[config.mk]
export PLATFORM = sky130hd
export DESIGN_NAME = fmac_datapath
export DESIGN_NICKNAME = d
export VERILOG_FILES = /design/src/rtl/fmac_pkg.sv /design/src/rtl/fmac_mult.sv /design/src/rtl/fmac_shift.sv /design/src/rtl/fmac_alu.sv /design/src/rtl/fmac_datapath.sv
export SDC_FILE = /design/constraint.sdc
export NUM_CORES = 1
export LEC_CHECK = 0
export CORE_UTILIZATION = 35
export DETAILED_ROUTE_END_ITERATION = 12
export GPL_ROUTABILITY_DRIVEN = 0
export GPL_TIMING_DRIVEN = 0
export PLACE_DENSITY = 0.51
export SYNTH_ARGS = -nofsm -noshare
export SYNTH_HDL_FRONTEND = slang
export SYNTH_SLANG_ARGS = --single-unit
export TNS_END_PERCENT = 10
[constraint.sdc]
create_clock -name clk_i -period 11.15 [get_ports clk_i]
set_input_delay 1.115 -clock clk_i [delete_from_list [all_inputs] [get_ports clk_i]]
set_output_delay 1.115 -clock clk_i [all_outputs]
set_load 0.005 [all_outputs]
[src/rtl/fmac_pkg.sv]
package fmac_pkg;
  typedef enum logic [1:0] {
    SH_NONE = 2'd0,
    SH_R1   = 2'd1,
    SH_R3   = 2'd2,
    SH_L1   = 2'd3
  } shift_mode_e;

  typedef enum logic [1:0] {
    ACC_HOLD = 2'd0,
    ACC_LOAD = 2'd1,
    ACC_ADD  = 2'd2,
    ACC_SUB  = 2'd3
  } acc_op_e;
endpackage

[src/rtl/fmac_mult.sv]
module fmac_mult #(
  parameter int OPW   = 16,
  parameter int PRODW = 24
) (
  input  logic [OPW-1:0]   a_i,
  input  logic [OPW-1:0]   b_i,
  output logic [PRODW-1:0] p_o
);
  localparam int FULLW = 2 * OPW;
  localparam logic [OPW-1:0]   MIN_OP  = {1'b1, {(OPW-1){1'b0}}};
  localparam logic [PRODW-1:0] NEG_ONE = {1'b1, {(PRODW-1){1'b0}}};

  logic signed [FULLW-1:0] raw;
  logic        [FULLW-1:0] q_full;
  logic                    both_min;

  always_comb begin
    raw      = $signed(a_i) * $signed(b_i);
    q_full   = FULLW'(raw) << 1;  // Q(2n-2) to Q(2n-1)
    both_min = (a_i == MIN_OP) && (b_i == MIN_OP);
    p_o      = both_min ? NEG_ONE : q_full[FULLW-1 -: PRODW];
  end
endmodule

[src/rtl/fmac_shift.sv]
module fmac_shift
  import fmac_pkg::*;
#(
  parameter int W = 24
) (
  input  logic [W-1:0] d_i,
  input  shift_mode_e  mode_i,
  output logic [W-1:0] d_o
);
  always_comb begin
    unique case (mode_i)
      SH_R1:   d_o = {d_i[W-1], d_i[W-1:1]};
      SH_R3:   d_o = {{3{d_i[W-1]}}, d_i[W-1:3]};
      SH_L1:   d_o = {d_i[W-2:0], 1'b0};
      default: d_o = d_i;
    endcase
  end
endmodule

[src/rtl/fmac_alu.sv]
module fmac_alu
  import fmac_pkg::*;
#(
  parameter int W = 24
) (
  input  logic [W-1:0] acc_i,
  input  logic [W-1:0] opd_i,
  input  acc_op_e      op_i,
  output logic [W-1:0] acc_nx_o
);
  always_comb begin
    unique case (op_i)
      ACC_LOAD: acc_nx_o = opd_i;
      ACC_ADD:  acc_nx_o = acc_i + opd_i;
      ACC_SUB:  acc_nx_o = acc_i - opd_i;
      default:  acc_nx_o = acc_i;
    endcase
  end
endmodule

[src/rtl/fmac_datapath.sv]
module fmac_datapath
  import fmac_pkg::*;
#(
  parameter int OPW  = 16,
  parameter int ACCW = 24
) (
  input  logic            clk_i,
  input  logic            rst_ni,
  input  logic            x_we_i,
  input  logic [OPW-1:0]  x_data_i,
  input  logic            y_we_i,
  input  logic [OPW-1:0]  y_data_i,
  input  logic            mul_en_i,
  input  logic            src_sel_i,
  input  logic [OPW-1:0]  bus_data_i,
  input  logic [1:0]      shift_i,
  input  logic [1:0]      acc_op_i,
  output logic [ACCW-1:0] prod_o,
  output logic [ACCW-1:0] acc_o
);
  localparam int PAD = ACCW - OPW;
  localparam logic [OPW-1:0] MIN_OP = {1'b1, {(OPW-1){1'b0}}};

  logic [OPW-1:0]  x_q, y_q;
  logic [ACCW-1:0] prod_d, prod_q;
  logic [ACCW-1:0] bus_ext, opd_sel, opd_sh;
  logic [ACCW-1:0] acc_d, acc_q;

  always_ff @(posedge clk_i or negedge rst_ni) begin
    if (!rst_ni) begin
      x_q <= '0;
      y_q <= '0;
    end else begin
      if (x_we_i) x_q <= x_data_i;
      if (y_we_i) y_q <= y_data_i;
    end
  end

  fmac_mult #(.OPW(OPW), .PRODW(ACCW)) u_mult (
    .a_i (x_q),
    .b_i (y_q),
    .p_o (prod_d)
  );

  always_ff @(posedge clk_i or negedge rst_ni) begin
    if (!rst_ni)       prod_q <= '0;
    else if (mul_en_i) prod_q <= prod_d;
  end

  generate
    if (PAD > 0) begin : g_pad
      assign bus_ext = {bus_data_i, {PAD{1'b0}}};
    end else begin : g_nopad
      assign bus_ext = bus_data_i[OPW-1 -: ACCW];
    end
  endgenerate

  assign opd_sel = src_sel_i ? bus_ext : prod_q;

  fmac_shift #(.W(ACCW)) u_shift (
    .d_i    (opd_sel),
    .mode_i (shift_mode_e'(shift_i)),
    .d_o    (opd_sh)
  );

  fmac_alu #(.W(ACCW)) u_alu (
    .acc_i    (acc_q),
    .opd_i    (opd_sh),
    .op_i     (acc_op_e'(acc_op_i)),
    .acc_nx_o (acc_d)
  );

  always_ff @(posedge clk_i or negedge rst_ni) begin
    if (!rst_ni) acc_q <= '0;
    else         acc_q <= acc_d;
  end

  assign prod_o = prod_q;
  assign acc_o  = acc_q;


  x_hold_chk: assert property (@(posedge clk_i) disable iff (!rst_ni)
    !x_we_i |=> $stable(x_q));

  y_hold_chk: assert property (@(posedge clk_i) disable iff (!rst_ni)
    !y_we_i |=> $stable(y_q));

  prod_hold_chk: assert property (@(posedge clk_i) disable iff (!rst_ni)
    !mul_en_i |=> $stable(prod_q));

  neg_one_chk: assert property (@(posedge clk_i) disable iff (!rst_ni)
    (mul_en_i && x_q == MIN_OP && y_q == MIN_OP) |=> prod_q == {1'b1, {(ACCW-1){1'b0}}});

  acc_hold_chk: assert property (@(posedge clk_i) disable iff (!rst_ni)
    acc_op_i == ACC_HOLD |=> $stable(acc_q));

  acc_load_chk: assert property (@(posedge clk_i) disable iff (!rst_ni)
    acc_op_i == ACC_LOAD |=> acc_q == $past(opd_sh));
endmodule

==> run metrics <==
WL final=40900 µm; # port buffers=98; gr busiest metal=met2; Clk pin slew, worst setup/hold paths=0.07 ns; HPWL after DPL=34700 µm; mean post-synth cell area=9.31 µm²; # IOs=106; status=finished, final reports clean; EDFF count, synth=0; Congestion Overflow GR=0; post-synth top area share=34.0%; initial antenna violation count=0; Synth Instances=1618; Routed Antenna Nets=0; cts repair resizes=0; pin count of the biggest net entering global routing=58; layout cell share with drive strength beyond 1=5.54%; Setup TNS=0 ns; Sink Count=80; CTS Buffer Depth=2; Ys Warns=0; slowest stage cell, crit path=a2111oi_0; routing usage on met2=33.4%; ys async rst share=100%; required time of the critical path=11.47 ns; Worst Path Arrival=8.56 ns; Max-Cap Viols=0; Yosys cell types=64; vias per cell=4.94; mapped cell area=15100 µm²; Startpoint Class=flip-flop; die area=43900 µm²; Seq/Total Area, Yosys=13.3%; CTS tree=built; crit path max fanout=10; Die Y=210 µm; Main synth FF type=dfrtp_1; Worst Max-Slew Pin Slew=0.766 ns; first-pass GRT wire length=66500 µm; GR Util All Layers=19.8%; Layout area overhead=13.2%; Rel. slew slack=49.0%; Setup Skew=0.0108 ns; register bit total from synthesis=80; max-slew violations=0; critical path endpoint category=flip-flop; Initial Utilization=35.7%; total CTS buffers=9; H-tree Lvls=3; Root Driver=clkbuf_16; worst path buffer plus inverter count=7; routed wire length per instance=18.0 µm; number of global-route vias before repair=12100; GR Layer Usage met3=3.01%; M1 GR Usage=26.7%; Synth area leaders=fa_1 34%, dfrtp_1 13%, ha_1 8.4%; via count=11200; HP Class=flip-flop to flip-flop; post-synth net total=2033; final critical-path share of the clock period=73.9%; crit path kind=flip-flop to flip-flop; Layout Nets=2143; Rows=75; post-synth top area cell=fa_1; core area=42200 µm²; Fin. Hold Viols=0; 1st-iter DRT viols=573; die width=210 µm; drt pass-1 iters=4; fin crit period=8.24 ns; ant diodes=0; worst skew pair latency=0.38 ns; final setup fails=0; Hold Buf Count CTS=0; max frequency=0.121 GHz; RSZ-0062 raised after global routing=false; critical path's top delay family=adder cells; setup bufs post-CTS=0; DRC viols=0; delay of the slowest critical-path stage=0.65 ns
synth_stat cells (all sizes together) (15+ instances only):
library cell  count
nand2b           16
ha              101
mux4             17
buf              15
xor2             25
a21o             20
nand2           176
and2            125
o22ai            22
nor2             43
mux2             34
mux2i            26
inv             323
a21oi            49
fa              256
dfrtp            80
xnor2            52
o21ai            60
clkbuf           61
final cells by class:
class,instances,area (µm²)
Fill cell,4307,25200
Multi-Input combinational cell,1139,11500
Sequential cell,80,2000
Inverter,323,1210
Timing Repair Buffer,99,1010
Tap cell,539,674
Buffer,76,350
Clock buffer,10,239
Clock inverter,6,66.3
metrics by stage:
step	instances	cell area, µm²	hold slack, ns	setup WS (ns)	util, %
floorplan	1618	15100	0.528	4.70	-
global placement	2255	16700	0.554	3.04	39.6
detailed placement	2256	16700	0.555	2.93	39.7
CTS	2272	17100	0.571	2.89	40.4
global route	2272	17100	0.587	2.40	40.4
finish	2272	17100	0.568	2.91	40.4
flip-flops by register name, summed over array words and instances, names as in the netlist:
register and count:
prod_o 24, x_q 16, y_q 16, acc_o 24
logic make-up (layout without fill, tap and decap cells):
family | Yosys count | count (layout) | share of synthesized area [%]
AOI/OAI and AO/OA | 210 | 210 | 8.73
xor gates and xnor gates | 77 | 77 | 4.48
adders and majority gates | 357 | 357 | 42.4
buffers and inverters | 399 | 514 | 10.4
DFF | 80 | 80 | 13.3
muxes | 77 | 77 | 6.89
and+or+nand+nor | 418 | 418 | 13.8
per-layer routing:
metal | vias up | wire length (µm)
met4 | 0 | 626
met2 | 254 | 19500
met1 | 5637 | 18900
met5 | - | 0
met3 | 40 | 1840
li1 | 5286 | -
worst min-delay path: stages, from the launching register on:
cell and delay (ns):
dfrtp_1 0.40, inv_1 0.06, o22ai_1 0.07
final timing paths:
check / cells after the start / startpoint / to / slack [ns]
worst max-delay path: 25 / y_q[7]$_DFFE_PN0P_ / prod_o[23]$_DFFE_PN0P_ / 2.91
worst min-delay path: 2 / prod_o[22]$_DFFE_PN0P_ / prod_o[22]$_DFFE_PN0P_ / 0.57
worst max register to register: 25 / y_q[7]$_DFFE_PN0P_ / prod_o[23]$_DFFE_PN0P_ / 2.91
worst min register to register: 2 / prod_o[22]$_DFFE_PN0P_ / prod_o[22]$_DFFE_PN0P_ / 0.57
max in group asynchronous: 2 / rst_ni / y_q[14]$_DFFE_PN0P_ / 9.88
min in group asynchronous: 1 / rst_ni / acc_o[2]$_DFFE_PN0P_ / 0.64
layout by cell type, fill, tap and decap left out, types with 7 or more instances in the layout:
cell	count
a211oi_1	10
a21o_1	20
a21oi_1	49
and2_1	123
clkbuf_1	60
clkbuf_16	9
clkdlybuf4s50_1	97
dfrtp_1	80
fa_1	256
ha_1	101
inv_1	322
mux2_2	34
mux2i_1	25
mux4_2	17
nand2_1	176
nand2b_1	16
nand3_1	9
nand4_1	11
nor2_1	43
nor2b_1	8
nor4_1	8
o211ai_1	7
o21ai_0	56
o21bai_1	7
o22ai_1	22
xnor2_1	52
xor2_1	25
Power is left out: the tool's default activity adds up to more than one toggle a clock period on the data nets, which glitch-free logic cannot reach.
